**src/rtl/tick_sleep_pkg.sv**
```systemverilog
package tick_sleep_pkg;
  typedef enum logic {ST_RUN = 1'b0, ST_ASLEEP = 1'b1} sleepState_e;

  typedef struct packed {
    logic enter;
    logic wake;
  } sleepStrobes_t;
endpackage

```
**src/rtl/tick_sleep_dp.sv**
```systemverilog
module tick_sleep_dp
  import tick_sleep_pkg::*;
#(
  parameter int SEL_W  = 3,
  parameter int TAP_LO = 1
) (
  input  logic             clk,
  input  logic             rstN,
  input  logic [SEL_W-1:0] tapSel,
  input  logic             tbEnable,
  input  logic             intMaster,
  input  logic             tbIntEn,
  input  sleepStrobes_t    strobes,
  output logic             fallEdge,
  output logic             resumePulse,
  output logic             wakeIntMode,
  output logic             tbIrqSet
);
  localparam int NUM_TAPS = 2 ** SEL_W;
  localparam int CNT_W    = TAP_LO + NUM_TAPS;

  logic [CNT_W-1:0]    preCnt;
  logic [NUM_TAPS-1:0] taps;
  logic                tapNow;
  logic                tapPrev;
  logic                intModeQ;
  logic                latchQ;

  genvar g;
  generate
    for (g = 0; g < NUM_TAPS; g++) begin : gTap
      assign taps[g] = preCnt[TAP_LO + g];
    end
  endgenerate

  assign tapNow   = taps[tapSel];
  assign fallEdge = tapPrev & ~tapNow;

  always_ff @(posedge clk or negedge rstN) begin
    if (!rstN) begin
      preCnt  <= '0;
      tapPrev <= 1'b0;
    end else begin
      preCnt  <= preCnt + 1'b1;
      tapPrev <= tapNow;
    end
  end

  always_ff @(posedge clk or negedge rstN) begin
    if (!rstN) begin
      intModeQ    <= 1'b0;
      latchQ      <= 1'b0;
      resumePulse <= 1'b0;
      wakeIntMode <= 1'b0;
      tbIrqSet    <= 1'b0;
    end else begin
      if (strobes.enter) begin
        intModeQ <= intMaster & tbIntEn & tbEnable;
        latchQ   <= tbEnable;
      end
      resumePulse <= strobes.wake;
      wakeIntMode <= strobes.wake & intModeQ;
      tbIrqSet    <= strobes.wake & latchQ;
    end
  end
endmodule

```
**src/rtl/tick_sleep_ctl.sv**
```systemverilog
module tick_sleep_ctl
  import tick_sleep_pkg::*;
(
  input  logic          clk,
  input  logic          rstN,
  input  logic          haltSetReq,
  input  logic          wdtIrq,
  input  logic          modeWr,
  input  logic          modeVal,
  input  logic          fallEdge,
  output sleepStrobes_t strobes,
  output logic          coreHalt,
  output logic [1:0]    opMode
);
  sleepState_e state;
  logic        runSlow;

  always_comb begin
    strobes.enter = (state == ST_RUN) && haltSetReq && !wdtIrq;
    strobes.wake  = (state == ST_ASLEEP) && fallEdge;
  end

  always_ff @(posedge clk or negedge rstN) begin
    if (!rstN) begin
      state   <= ST_RUN;
      runSlow <= 1'b0;
    end else begin
      if (strobes.enter)     state <= ST_ASLEEP;
      else if (strobes.wake) state <= ST_RUN;
      if (modeWr && state == ST_RUN) runSlow <= modeVal;
    end
  end

  assign coreHalt = (state == ST_ASLEEP);
  assign opMode   = {coreHalt, runSlow};
endmodule

```
**src/rtl/tick_sleep_ctrl.sv**
```systemverilog
module tick_sleep_ctrl
  import tick_sleep_pkg::*;
#(
  parameter int SEL_W  = 3,
  parameter int TAP_LO = 1
) (
  input  logic             clk,
  input  logic             rstN,
  input  logic             haltSetReq,
  input  logic             wdtIrq,
  input  logic [SEL_W-1:0] tapSel,
  input  logic             tbEnable,
  input  logic             intMaster,
  input  logic             tbIntEn,
  input  logic             modeWr,
  input  logic             modeVal,
  output logic [1:0]       opMode,
  output logic             coreHalt,
  output logic             resumePulse,
  output logic             wakeIntMode,
  output logic             tbIrqSet
);
  sleepStrobes_t strobes;
  logic          fallEdge;

  tick_sleep_ctl uCtl (
    .clk(clk), .rstN(rstN), .haltSetReq(haltSetReq), .wdtIrq(wdtIrq),
    .modeWr(modeWr), .modeVal(modeVal), .fallEdge(fallEdge),
    .strobes(strobes), .coreHalt(coreHalt), .opMode(opMode)
  );

  tick_sleep_dp #(.SEL_W(SEL_W), .TAP_LO(TAP_LO)) uDp (
    .clk(clk), .rstN(rstN), .tapSel(tapSel), .tbEnable(tbEnable),
    .intMaster(intMaster), .tbIntEn(tbIntEn), .strobes(strobes),
    .fallEdge(fallEdge), .resumePulse(resumePulse),
    .wakeIntMode(wakeIntMode), .tbIrqSet(tbIrqSet)
  );
endmodule

```
**config.mk**
```make
export PLATFORM = sky130hd
export DESIGN_NAME = tick_sleep_ctrl
export DESIGN_NICKNAME = d
export VERILOG_FILES = /design/src/rtl/tick_sleep_pkg.sv /design/src/rtl/tick_sleep_dp.sv /design/src/rtl/tick_sleep_ctl.sv /design/src/rtl/tick_sleep_ctrl.sv
export SDC_FILE = /design/constraint.sdc
export NUM_CORES = 1
export LEC_CHECK = 0
export ABC_AREA = 1
export BUFFER_PORTS_ARGS = -buffer_cell sky130_fd_sc_hd__clkbuf_2
export CAP_MARGIN = 10
export CORE_MARGIN = 2
export CORE_UTILIZATION = 48
export CTS_BUF_LIST = sky130_fd_sc_hd__clkbuf_8
export DETAILED_ROUTE_END_ITERATION = 12
export PLACE_DENSITY = 0.74
export SYNTH_ARGS = -nofsm -noshare
export SYNTH_HDL_FRONTEND = slang
export SYNTH_SLANG_ARGS = --single-unit
```
**constraint.sdc**
```tcl
create_clock -name clk -period 1.1 [get_ports clk]
set_input_delay 0.22 -clock clk [delete_from_list [all_inputs] [get_ports clk]]
set_output_delay 0.22 -clock clk [all_outputs]
set_load 0.01 [all_outputs]
```
==> metrics.cfg <==
[power_and_ir_drop]
p_clk_share_pct=32.2
p_comb_share_pct=17.0
power_leakage_uw=0.000589
intPower_uw=1040
p_per_area_mw_per_mm2=1310
ir_worst_vdd_mv=0.644
switching_share_pct=27.3
power.switching_uw=392
pwr-share-seq_pct=50.8
p_total_uw=1440

[placement]
place_ws_ns=-0.0761
placed_area_um2=917
portBuffers=17
dp.cells=127
dp_hpwl_mm=1.11
routabilityCongestion=0.770

[outcome]
failed_checks=negative setup slack
outcome=complete, but fails checks

[critical_path]
cp_data_required_time_ns=1.24
end_kind=flip-flop
crit_fanout=3
arrival_ns=1.35
start_kind=flip-flop
rr_worst_depth=8
crit_type=flip-flop to flip-flop
r2r_setup_slack_ns=-0.11
reg2reg_from=uDp.preCnt[1]$_DFF_PN0_
timing.rr.end=uDp.preCnt[7]$_DFF_PN0_

[clocking]
cts_tree=built
clk_pin_slew_worst_paths_ns=0.07
clk_latency_ns=0.25
clkSinkCount=17
clock_path_buffers=2
cts.htree.levels=1
cts_inserted_buffers=3
clock-root-buffer=clkbuf_8

[detailed_routing]
viasPerCell=4.90
wl_per_cell_um=12.6
first_iter_violations=10
drc=0
dr.pass1.iters=6
vias=667
ant_nets=0
drt_wl_total_mm=1.72

[layout]
final_cells=136
finish.net_count=134
area_growth_pct=41.0
post-route-cell-area_mm2=0.00109
final_layout_size_suffix_gt1_share_pct=43.3
nFillCells=113
diodes=0

[timing]
fmax_mhz=826
finalSetupViolations=3
rsz0062_at_grt=yes
hold_viol=0
min_period_ns=1.21
finClkSkew_ns=0.00352
finalSetupTns_ns=-0.237
slew_headroom_pct=72.7
worst_pin_slew_ns=0.410
period_share_pct=110
drv_slew=0
fin_ws_ns=-0.110

[global_routing]
grt_max_degree=18
track_usage_pct=20.9
first_global_vias=657
grt_pass1_wl_mm=2.81
antenna_found_initial=0
overflow=0

[die]
ioPinCount=18
rows=14
die-area_mm2=0.00195
core_mm2=0.00151
die_x_um=44.2
start_util_pct=51.4
die_h_um=44.2

[synthesis]
synthTopCellsByCount=20 x inv_1, 20 x nand2_1, 17 x dfrtp_1
syn_nets=102
synth_edf_count=0
synth_ff_type=dfrtp_1
synthCells=89
synth_area_per_cell_um2=8.70
ys_async_sr_fraction_pct=100
yosysTopAreaCell=dfrtp_1
synth_cell_types=16
yosys_warnings=0
yosys.area.top_type_share_pct=54.9
yosys-top-cells-area=dfrtp_1 55%, inv_1 9.7%, nand2_1 9.7%
syn-cell-area_um2=774
ys_seq_area_share_pct=54.9
ys_ff_latch=17

[worst_hold_path]
hp-start=modeWr
min_to=uCtl.runSlow$_DFFE_PN0P_
min_path_type=input port to flip-flop
whs_path_depth=2

[run]
cap_violations=0

==> power by group through the flow <==
stage          Clock (uW)  Combinational [uW]  Sequential, uW
3_5_place_dp            0                 221             740
6_report              462                 245             729
3_3_place_gp            0                 212             737
4_1_cts               480                 229             728
5_1_grt               515                 277             738
2_1_floorplan           0                 142             745
==> sequential cells by signal (all words and copies together) (netlist names) <==
register and count:
uDp.preCnt 9, uCtl.coreHalt 1, uCtl.runSlow 1, uDp.intModeQ 1, uDp.latchQ 1, uDp.resumePulse 1
uDp.tapPrev 1, uDp.tbIrqSet 1, uDp.wakeIntMode 1
==> how the worst max path moves through the flow <==
stage	from	endpoint	slack (ns)	cells past startpoint
floorplan	uDp.preCnt[0]$_DFF_PN0_	uDp.preCnt[8]$_DFF_PN0_	-0.04	6
global placement	uDp.preCnt[0]$_DFF_PN0_	uDp.preCnt[8]$_DFF_PN0_	-0.02	6
global route	uDp.preCnt[1]$_DFF_PN0_	uDp.preCnt[7]$_DFF_PN0_	-0.22	8
detailed placement	uDp.preCnt[0]$_DFF_PN0_	uDp.preCnt[8]$_DFF_PN0_	-0.08	6
CTS	uDp.preCnt[0]$_DFF_PN0_	uDp.preCnt[8]$_DFF_PN0_	-0.07	6
finish	uDp.preCnt[1]$_DFF_PN0_	uDp.preCnt[7]$_DFF_PN0_	-0.11	8
==> cells by family (layout without fill, tap and decap cells) <==
family,Yosys count,after routing,synth area share (%)
simple gates,38,38,22.5
buf+inv,22,53,11.6
flops,17,17,54.9
compound gates,7,7,4.85
xor+xnor,4,4,4.52
fa+ha+maj,1,1,1.62
==> area by class of cell <==
| cell class | count | area, um^2 | area share (%) |
|---|---|---|---|
| clock buffer | 3 | 41.3 | 3.78 |
| clock inverter | 1 | 5.00 | 0.458 |
| inverter | 20 | 75.1 | 6.87 |
| multi-input combinational | 50 | 333 | 30.5 |
| sequential | 17 | 429 | 39.3 |
| tap | 16 | 20.0 | 1.83 |
| timing repair buffer | 29 | 189 | 17.3 |
==> cell usage in the layout, fill, tap and decap left out, types with 2 or more instances in the layout <==
| cell type | n |
|---|---|
| a21oi_1 | 4 |
| buf_4 | 8 |
| buf_6 | 3 |
| clkbuf_2 | 17 |
| clkbuf_8 | 3 |
| dfrtp_1 | 14 |
| dfrtp_2 | 3 |
| inv_1 | 16 |
| inv_2 | 4 |
| nand2_1 | 16 |
| nand2_2 | 2 |
| nand2_4 | 2 |
| nand3_1 | 6 |
| nand3_2 | 3 |
| nor2_1 | 3 |
| nor2_4 | 2 |
| xor2_1 | 4 |
==> critical path, cell delays in order (launching register included) <==
cell,delay (ns)
dfrtp_1,0.40
buf_6,0.13
nand3_4,0.08
nor2_4,0.13
nand2_2,0.07
nor2_4,0.12
nand2_1,0.07
nand2_1,0.07
nand2_1,0.05
==> per-layer routing <==
layer  up-vias  share of wire, %  global-route usage, %
li1        335                 -                      -
met1       298                39                   23.7
met2        28                52                   33.8
met3         6               5.3                   6.94
met4         0               3.3                   13.3
met5         -                 0                      0
==> repair_timing <==
item,4_1_cts,5_1_grt
setup endpoints to repair,6,12
setup buffers,1,4
pin swaps,3,8
hold buffers,1,0
gates resized for setup,6,20
endpoints found under the hold margin,17,0
==> through the flow <==
stage / utilization (%) / hold WS, ns
detailed placement: 60.9 / 0.174
global route: 72.5 / 0.174
finish: 72.5 / 0.164
CTS: 66.4 / 0.161
floorplan: - / -0.0756
global placement: 60.9 / 0.175
Note: power is estimated with default switching activity, not from simulation.
